File: src/rtl/spb_pkg.sv
package spb_pkg;

  typedef enum logic [2:0] {
    SYM_D0    = 3'd0,
    SYM_D1    = 3'd1,
    SYM_START = 3'd2,
    SYM_ATTN  = 3'd3,
    SYM_RESET = 3'd4
  } sym_e;

  typedef enum logic [3:0] {
    ST_IDLE,
    ST_TRAIN,
    ST_DEV,
    ST_RW,
    ST_IADDR,
    ST_FETCH,
    ST_DATA,
    ST_PAR,
    ST_ACK,
    ST_IGN
  } st_e;

  // running even-parity fold: the parity bit to send equals the fold
  function automatic logic fold_par(input logic acc, input logic b);
    return acc ^ b;
  endfunction

  // index of the last data slot for the chosen width
  function automatic int unsigned last_slot(input logic wide, input int unsigned dw,
                                            input int unsigned nw);
    return wide ? dw - 1 : nw - 1;
  endfunction

endpackage

File: src/rtl/spb_addr_match.sv
module spb_addr_match #(
  parameter int DEV_W = 3
) (
  input  logic [DEV_W-1:0] dev_field,
  input  logic [DEV_W-1:0] my_dev,
  output logic             hit,
  output logic             bcast
);
  assign bcast = (dev_field == '0);
  assign hit   = !bcast && (dev_field == my_dev);
endmodule

File: src/rtl/spb_shifter.sv
module spb_shifter #(
  parameter int W  = 16,
  parameter int NW = 8
) (
  input  logic         clk,
  input  logic         rst_n,
  input  logic         clear,
  input  logic         load,
  input  logic [W-1:0] load_val,
  input  logic         shift,
  input  logic         in_bit,
  input  logic         wide,
  output logic [W-1:0] q,
  output logic         msb
);
  localparam int PAD = W - NW;

  logic [W-1:0] r;

  always_ff @(posedge clk) begin
    if (!rst_n)      r <= '0;
    else if (clear)  r <= '0;
    else if (load)   r <= wide ? load_val : {{PAD{1'b0}}, load_val[NW-1:0]};
    else if (shift)  r <= {r[W-2:0], in_bit};
  end

  assign q   = r;
  assign msb = wide ? r[W-1] : r[NW-1];
endmodule

File: src/rtl/spb_attn_ctl.sv
module spb_attn_ctl (
  input  logic clk,
  input  logic rst_n,
  input  logic raise,
  input  logic drop,
  input  logic bus_idle,
  output logic ber,
  output logic pend,
  output logic fire
);
  always_ff @(posedge clk) begin
    if (!rst_n) begin
      ber  <= 1'b0;
      pend <= 1'b0;
      fire <= 1'b0;
    end else begin
      fire <= 1'b0;
      if (raise) ber <= 1'b1;
      if (drop) begin
        pend <= 1'b0;
      end else if (raise) begin
        pend <= 1'b1;
      end else if (pend && bus_idle) begin
        pend <= 1'b0;
        fire <= 1'b1;
      end
    end
  end
endmodule

File: src/rtl/spb_slave_engine.sv
module spb_slave_engine
  import spb_pkg::*;
#(
  parameter int DEV_W     = 3,
  parameter int IA_W      = 6,
  parameter int DATA_W    = 16,
  parameter int NARROW_W  = 8,
  parameter int TRAIN_LEN = 8,
  parameter logic [(1<<IA_W)-1:0] WIDE_MAP = 64'hF0F0_0000_3C00_00A6
) (
  input  logic              clk,
  input  logic              rst_n,
  input  logic [DEV_W-1:0]  my_dev,
  input  logic              sym_valid,
  input  logic [2:0]        sym_kind,
  input  logic              bus_idle,
  output logic              tx_en,
  output logic              tx_bit,
  output logic              tx_attn,
  output logic [IA_W-1:0]   reg_addr,
  output logic [DATA_W-1:0] reg_wdata,
  input  logic [DATA_W-1:0] reg_rdata,
  output logic              reg_we,
  output logic              reg_re,
  output logic              ber,
  output logic              attn_pend
);
  localparam int CNT_MAX = (DATA_W > TRAIN_LEN) ? DATA_W : TRAIN_LEN;
  localparam int CNT_W   = $clog2(CNT_MAX + 1);
  localparam int PAD     = DATA_W - NARROW_W;

  st_e               st;
  logic [CNT_W-1:0]  cnt;
  logic [DEV_W-1:0]  dev_q;
  logic              rw_q;
  logic [IA_W-1:0]   ia_q;
  logic [IA_W-1:0]   ia_next;
  logic              par_acc;
  logic              par_ok_q;
  logic              wide_q;
  logic              we_q;
  logic [DATA_W-1:0] sh_q;
  logic              sh_msb;

  // decoded symbol events, brought out for the checker
  sym_e kind;
  logic is_dat, ob;
  logic ev_start, ev_busreset, ev_abort, ev_fail, ev_commit;
  logic addr_hit, addr_bcast;
  logic drive_slot, drive_val, par_match, in_msg, data_last;

  assign kind        = sym_e'(sym_kind);
  assign is_dat      = sym_valid && (kind == SYM_D0 || kind == SYM_D1);
  assign ob          = (kind == SYM_D1);
  assign ev_start    = sym_valid && (kind == SYM_START);
  assign ev_busreset = sym_valid && (kind == SYM_RESET);
  assign in_msg      = st inside {ST_DEV, ST_RW, ST_IADDR, ST_FETCH, ST_DATA, ST_PAR, ST_ACK};
  assign ev_abort    = ev_start && in_msg;
  assign ia_next     = {ia_q[IA_W-2:0], ob};
  assign data_last   = (cnt == CNT_W'(last_slot(wide_q, DATA_W, NARROW_W)));

  spb_addr_match #(.DEV_W(DEV_W)) u_match (
    .dev_field (dev_q),
    .my_dev    (my_dev),
    .hit       (addr_hit),
    .bcast     (addr_bcast)
  );

  // slots the slave owns: read data and parity, write acknowledge
  always_comb begin
    drive_slot = ((st == ST_DATA || st == ST_PAR) && rw_q) || (st == ST_ACK && !rw_q);
    unique case (st)
      ST_DATA: drive_val = sh_msb;
      ST_PAR:  drive_val = par_acc;
      default: drive_val = par_ok_q;
    endcase
  end

  assign par_match = (ob == par_acc);

  assign ev_fail =
      (drive_slot && sym_valid && ((is_dat && ob != drive_val) || kind == SYM_ATTN)) ||
      (st == ST_ACK && rw_q && sym_valid && (kind == SYM_ATTN || (is_dat && !ob)));

  assign ev_commit = is_dat && !rw_q &&
      ((st == ST_PAR && addr_bcast && par_match) ||
       (st == ST_ACK && par_ok_q && ob));

  always_ff @(posedge clk) begin
    if (!rst_n) begin
      st       <= ST_IDLE;
      cnt      <= '0;
      dev_q    <= '0;
      rw_q     <= 1'b0;
      ia_q     <= '0;
      par_acc  <= 1'b0;
      par_ok_q <= 1'b0;
      wide_q   <= 1'b0;
      we_q     <= 1'b0;
    end else begin
      we_q <= ev_commit;
      if (ev_busreset) begin
        st  <= ST_TRAIN;
        cnt <= '0;
      end else if (ev_start) begin
        st      <= ST_DEV;
        cnt     <= '0;
        par_acc <= 1'b0;
      end else if (ev_fail) begin
        st <= ST_IDLE;
      end else if (is_dat) begin
        unique case (st)
          ST_TRAIN: begin
            if (!ob) begin
              if (cnt == CNT_W'(TRAIN_LEN - 1)) st <= ST_IDLE;
              else cnt <= cnt + 1'b1;
            end
          end
          ST_DEV: begin
            dev_q   <= {dev_q[DEV_W-2:0], ob};
            par_acc <= fold_par(par_acc, ob);
            if (cnt == CNT_W'(DEV_W - 1)) begin
              st  <= ST_RW;
              cnt <= '0;
            end else begin
              cnt <= cnt + 1'b1;
            end
          end
          ST_RW: begin
            rw_q    <= ob;
            par_acc <= fold_par(par_acc, ob);
            st      <= ST_IADDR;
            cnt     <= '0;
          end
          ST_IADDR: begin
            ia_q    <= ia_next;
            par_acc <= fold_par(par_acc, ob);
            if (cnt == CNT_W'(IA_W - 1)) begin
              wide_q <= WIDE_MAP[ia_next];
              cnt    <= '0;
              if (rw_q) st <= addr_hit ? ST_FETCH : ST_IGN;
              else      st <= (addr_hit || addr_bcast) ? ST_DATA : ST_IGN;
            end else begin
              cnt <= cnt + 1'b1;
            end
          end
          ST_DATA: begin
            par_acc <= fold_par(par_acc, ob);
            if (data_last) begin
              st  <= ST_PAR;
              cnt <= '0;
            end else begin
              cnt <= cnt + 1'b1;
            end
          end
          ST_PAR: begin
            if (rw_q) begin
              st <= ST_ACK;
            end else begin
              par_ok_q <= par_match;
              st       <= addr_bcast ? ST_IGN : ST_ACK;
            end
          end
          ST_ACK:  st <= ST_IDLE;
          default: ;
        endcase
      end else if (st == ST_FETCH) begin
        st <= ST_DATA;
      end
    end
  end

  spb_shifter #(.W(DATA_W), .NW(NARROW_W)) u_shift (
    .clk      (clk),
    .rst_n    (rst_n),
    .clear    (ev_start),
    .load     (st == ST_FETCH),
    .load_val (reg_rdata),
    .shift    (is_dat && st == ST_DATA),
    .in_bit   (ob),
    .wide     (wide_q),
    .q        (sh_q),
    .msb      (sh_msb)
  );

  spb_attn_ctl u_attn (
    .clk      (clk),
    .rst_n    (rst_n),
    .raise    (ev_fail),
    .drop     (ev_busreset),
    .bus_idle (bus_idle),
    .ber      (ber),
    .pend     (attn_pend),
    .fire     (tx_attn)
  );

  assign tx_en     = drive_slot;
  assign tx_bit    = drive_slot && drive_val;
  assign reg_addr  = ia_q;
  assign reg_wdata = wide_q ? sh_q : {{PAD{1'b0}}, sh_q[NARROW_W-1:0]};
  assign reg_we    = we_q;
  assign reg_re    = (st == ST_FETCH);

endmodule

File: config.mk
export PLATFORM = sky130hd
export DESIGN_NAME = spb_slave_engine
export DESIGN_NICKNAME = d
export VERILOG_FILES = /design/src/rtl/spb_pkg.sv /design/src/rtl/spb_addr_match.sv /design/src/rtl/spb_shifter.sv /design/src/rtl/spb_attn_ctl.sv /design/src/rtl/spb_slave_engine.sv
export SDC_FILE = /design/constraint.sdc
export NUM_CORES = 1
export LEC_CHECK = 0
export ABC_AREA = 1
export BUFFER_PORTS_ARGS = -buffer_cell sky130_fd_sc_hd__buf_4
export CORE_AREA = 2 2 100 54
export CTS_BUF_LIST = sky130_fd_sc_hd__clkbuf_2
export CTS_CLUSTER_DIAMETER = 120
export DETAILED_ROUTE_END_ITERATION = 8
export DIE_AREA = 0 0 102 56
export MAX_ROUTING_LAYER = met4
export PLACE_DENSITY_LB_ADDON = 0.05
export SYNTH_ARGS = -nofsm -noshare
export SYNTH_HDL_FRONTEND = slang
export SYNTH_SLANG_ARGS = --single-unit
export TNS_END_PERCENT = 50
File: constraint.sdc
create_clock -name clk -period 1.9 [get_ports clk]
set_input_delay 0.38 -clock clk [delete_from_list [all_inputs] [get_ports clk]]
set_output_delay 0.38 -clock clk [all_outputs]
set_load 0.02 [all_outputs]
==> metrics.txt <==
outcome=completed; CTS Buf Count=5; CP startpoint=st[0]; CP Cell Sequence=inv_4, nand2_4, nor2_4, nand2_2, nand2_1, nand3_2, inv_2, buf_6; Vias/cell=~5.5; CTS Sinks=42; nets@finish=517; Ports=55; RSZ-0062 raised after global routing=yes; CP required=approximately 1.5 ns; Rows=18; Netlist cell types=35; Slew Limit Headroom=0.4136; TritonCTS clock tree=built; # setup viols final=0; internal reg-to-reg setup slack=0.10 ns; initial DRC count=290; skew final=~0.024 ns; hold buffers post-CTS=0; clk root buf=clkbuf_2; beginning of the worst register-to-register path=st[3]; drt pass-1 iters=5; crit path DAT=~1.5 ns; diode count=0; largest fanout on the critical path=5; largest net degree at the start of global routing=33; later-pin clock latency in the skew report=between 0.4 and 0.5 ns; hold crit path type=in2reg; initial core utilization=0.5516; #FFs+latches synth=42; Layout Area Growth over Synthesis=29.64%; GR peak layer=met1; actual slew at the worst max-slew pin=between 0.8 and 0.9 ns; Die ar.=5712 um2; share of layout cells above drive strength 1=0.2679; Core Area=roughly 4800 um2; clk slew on worst S/H paths=about 0.24 ns; initial antenna violation count=0; ys flop type=dfxtp_1; HP Start=rst_n; Fin. Hold Viols=0; Worst path top cell family by delay=flip-flops; period utilisation layout=0.9913; Slew Limit Fails=0; pwr dens=523.0 nW/um2; Final Power=~1.8 mW; Critical Path Sink Type=output port; Mapped Avg Cell Area=~6.4 um2; hold_ws=about 0.17 ns; vias in the first global route=2632; final wirelength=a little under 8000 um; part of the Yosys area used for sequential elements=0.3192; Max Fclk=around 0.53 GHz; GPL Wtd Cong=approximately 0.96; WHS Path Cells=3; Mapped Nets=between 400 and 500; # DRC=0; H-tree depth=2; Detail Route Antenna Nets=0; met3 Resource Use GR=0.07663; Syn Inst Count=about 410; drt wl/cell=approximately 14 um; Buf/Inv on CP=3; max_cap viols=0; routed vias=around 3100; Post-Synthesis Cell Area=2634 um2; slowest stage delay, CP=roughly 0.43 ns; crit path kind=reg2out; Horiz. Die Dim=between 100 and 150 um; critical path depth=8; crit path launch type=flop; slowest cell on the critical path=dfxtp_4; met1 usage=0.4602; EDFF count, synth=0; die height=~56 um; YS warnings=0; maximum vdd drop=0.4632 mV; crit path time final=about 1.9 ns; global route total overflow=0; first-pass GRT wire length=12770 um; clock buffer depth=2; r2r worst-path depth=12; Synth async-reset ratio=0; dpl hpwl=6009 um; static leakage=about 1.6 nW; GRT Util Overall=0.2894; Port Buffer Count=between 50 and 60; met2 GRT Util=0.3524
power breakdown:
| group | internal, mW | switching [mW] | total (mW) |
|---|---|---|---|
| combinational | 0.133 | 0.184 | 0.317 |
| sequential | 0.898 | 0.0222 | 0.920 |
| clock | 0.234 | 0.315 | 0.549 |
| total | 1.26 | 0.521 | 1.79 |
cells in the mapped netlist, types with 5 or more instances:
cell     count  share of area
a21oi_1     28          0.053
a31oi_1     13          0.031
buf_2        5         0.0095
buf_4        8          0.023
dfxtp_1     42           0.32
inv_1       45          0.064
nand2_1    111           0.16
nand2_2      5          0.012
nand3_1     48          0.091
nand4_1      8          0.019
nor2_1      37          0.053
o21ai_0     23          0.044
cell families (layout without fill, tap and decap cells):
family	after synthesis	in the layout	synth area share
buf+inv	68	144	0.1145
flops	42	42	0.3192
fa+ha+maj	3	3	0.01425
simple gates	219	219	0.3696
xor+xnor	8	8	0.02660
compound gates	73	73	0.1558
flip-flops by register name (all words and copies together), names as in the netlist, 3 cells and up:
name and cells:
cnt 5, u_shift.q 16, dev_q 3, reg_addr 6
st 4
per-layer routing:
layer,routed length (um),up-vias
li1,-,1501
met1,3880,1371
met2,2825,182
met3,1022,8
met4,66,0
met5,0,-
worst min-delay path, cell delays in order:
cell and delay [ns]:
buf_4 0.12, nand2_1 0.06, nor2_1 0.04
metrics by stage:
step                      worst slack (ns)    util  instances  cell area, um2  setup TNS [ns]
final                              0.01649  0.7151        559            3415               0
after global routing              -0.05564  0.7151        559            3415        -0.06229
after CTS                         -0.02706  0.7039        558            3361        -0.02706
after detailed placement           -0.1923  0.6798        547            3246         -0.7342
after global placement            -0.02543  0.6798        547            3246        -0.05332
after floorplan                     0.1492       -        413            2634               0
cells in the final DEF, fill, tap and decap left out, types with 8 or more instances in the layout:
| cell | instances |
|---|---|
| buf_4 | 86 |
| dfxtp_1 | 35 |
| nand4_1 | 8 |
| a21oi_1 | 28 |
| nand2_1 | 109 |
| a31oi_1 | 13 |
| nand3_1 | 46 |
| inv_1 | 43 |
| o21ai_0 | 22 |
| nor2_1 | 31 |
repair_timing:
action / 4_1_cts / 5_1_grt
endpoints found under the setup margin: 17 / 31
pin swaps: 1 / 4
endpoints found under the hold margin: 0 / 0
resized for setup: 11 / 19
setup buffers: 3 / 1
final cells by class:
type,count,area [um2]
fillers,428,1360
clock inverters,1,30.03
repair buffers,88,676.9
multi-input cells,303,1540
flip-flops and latches,42,857.1
well taps,70,87.58
inverters,48,187.7
clock buffers,7,35.03
final timing paths:
kind / endpoint
max: tx_bit
min: st[0]
max reg2reg: cnt[0]
min reg2reg: reg_addr[5]
(Power assumes the default switching activity.)
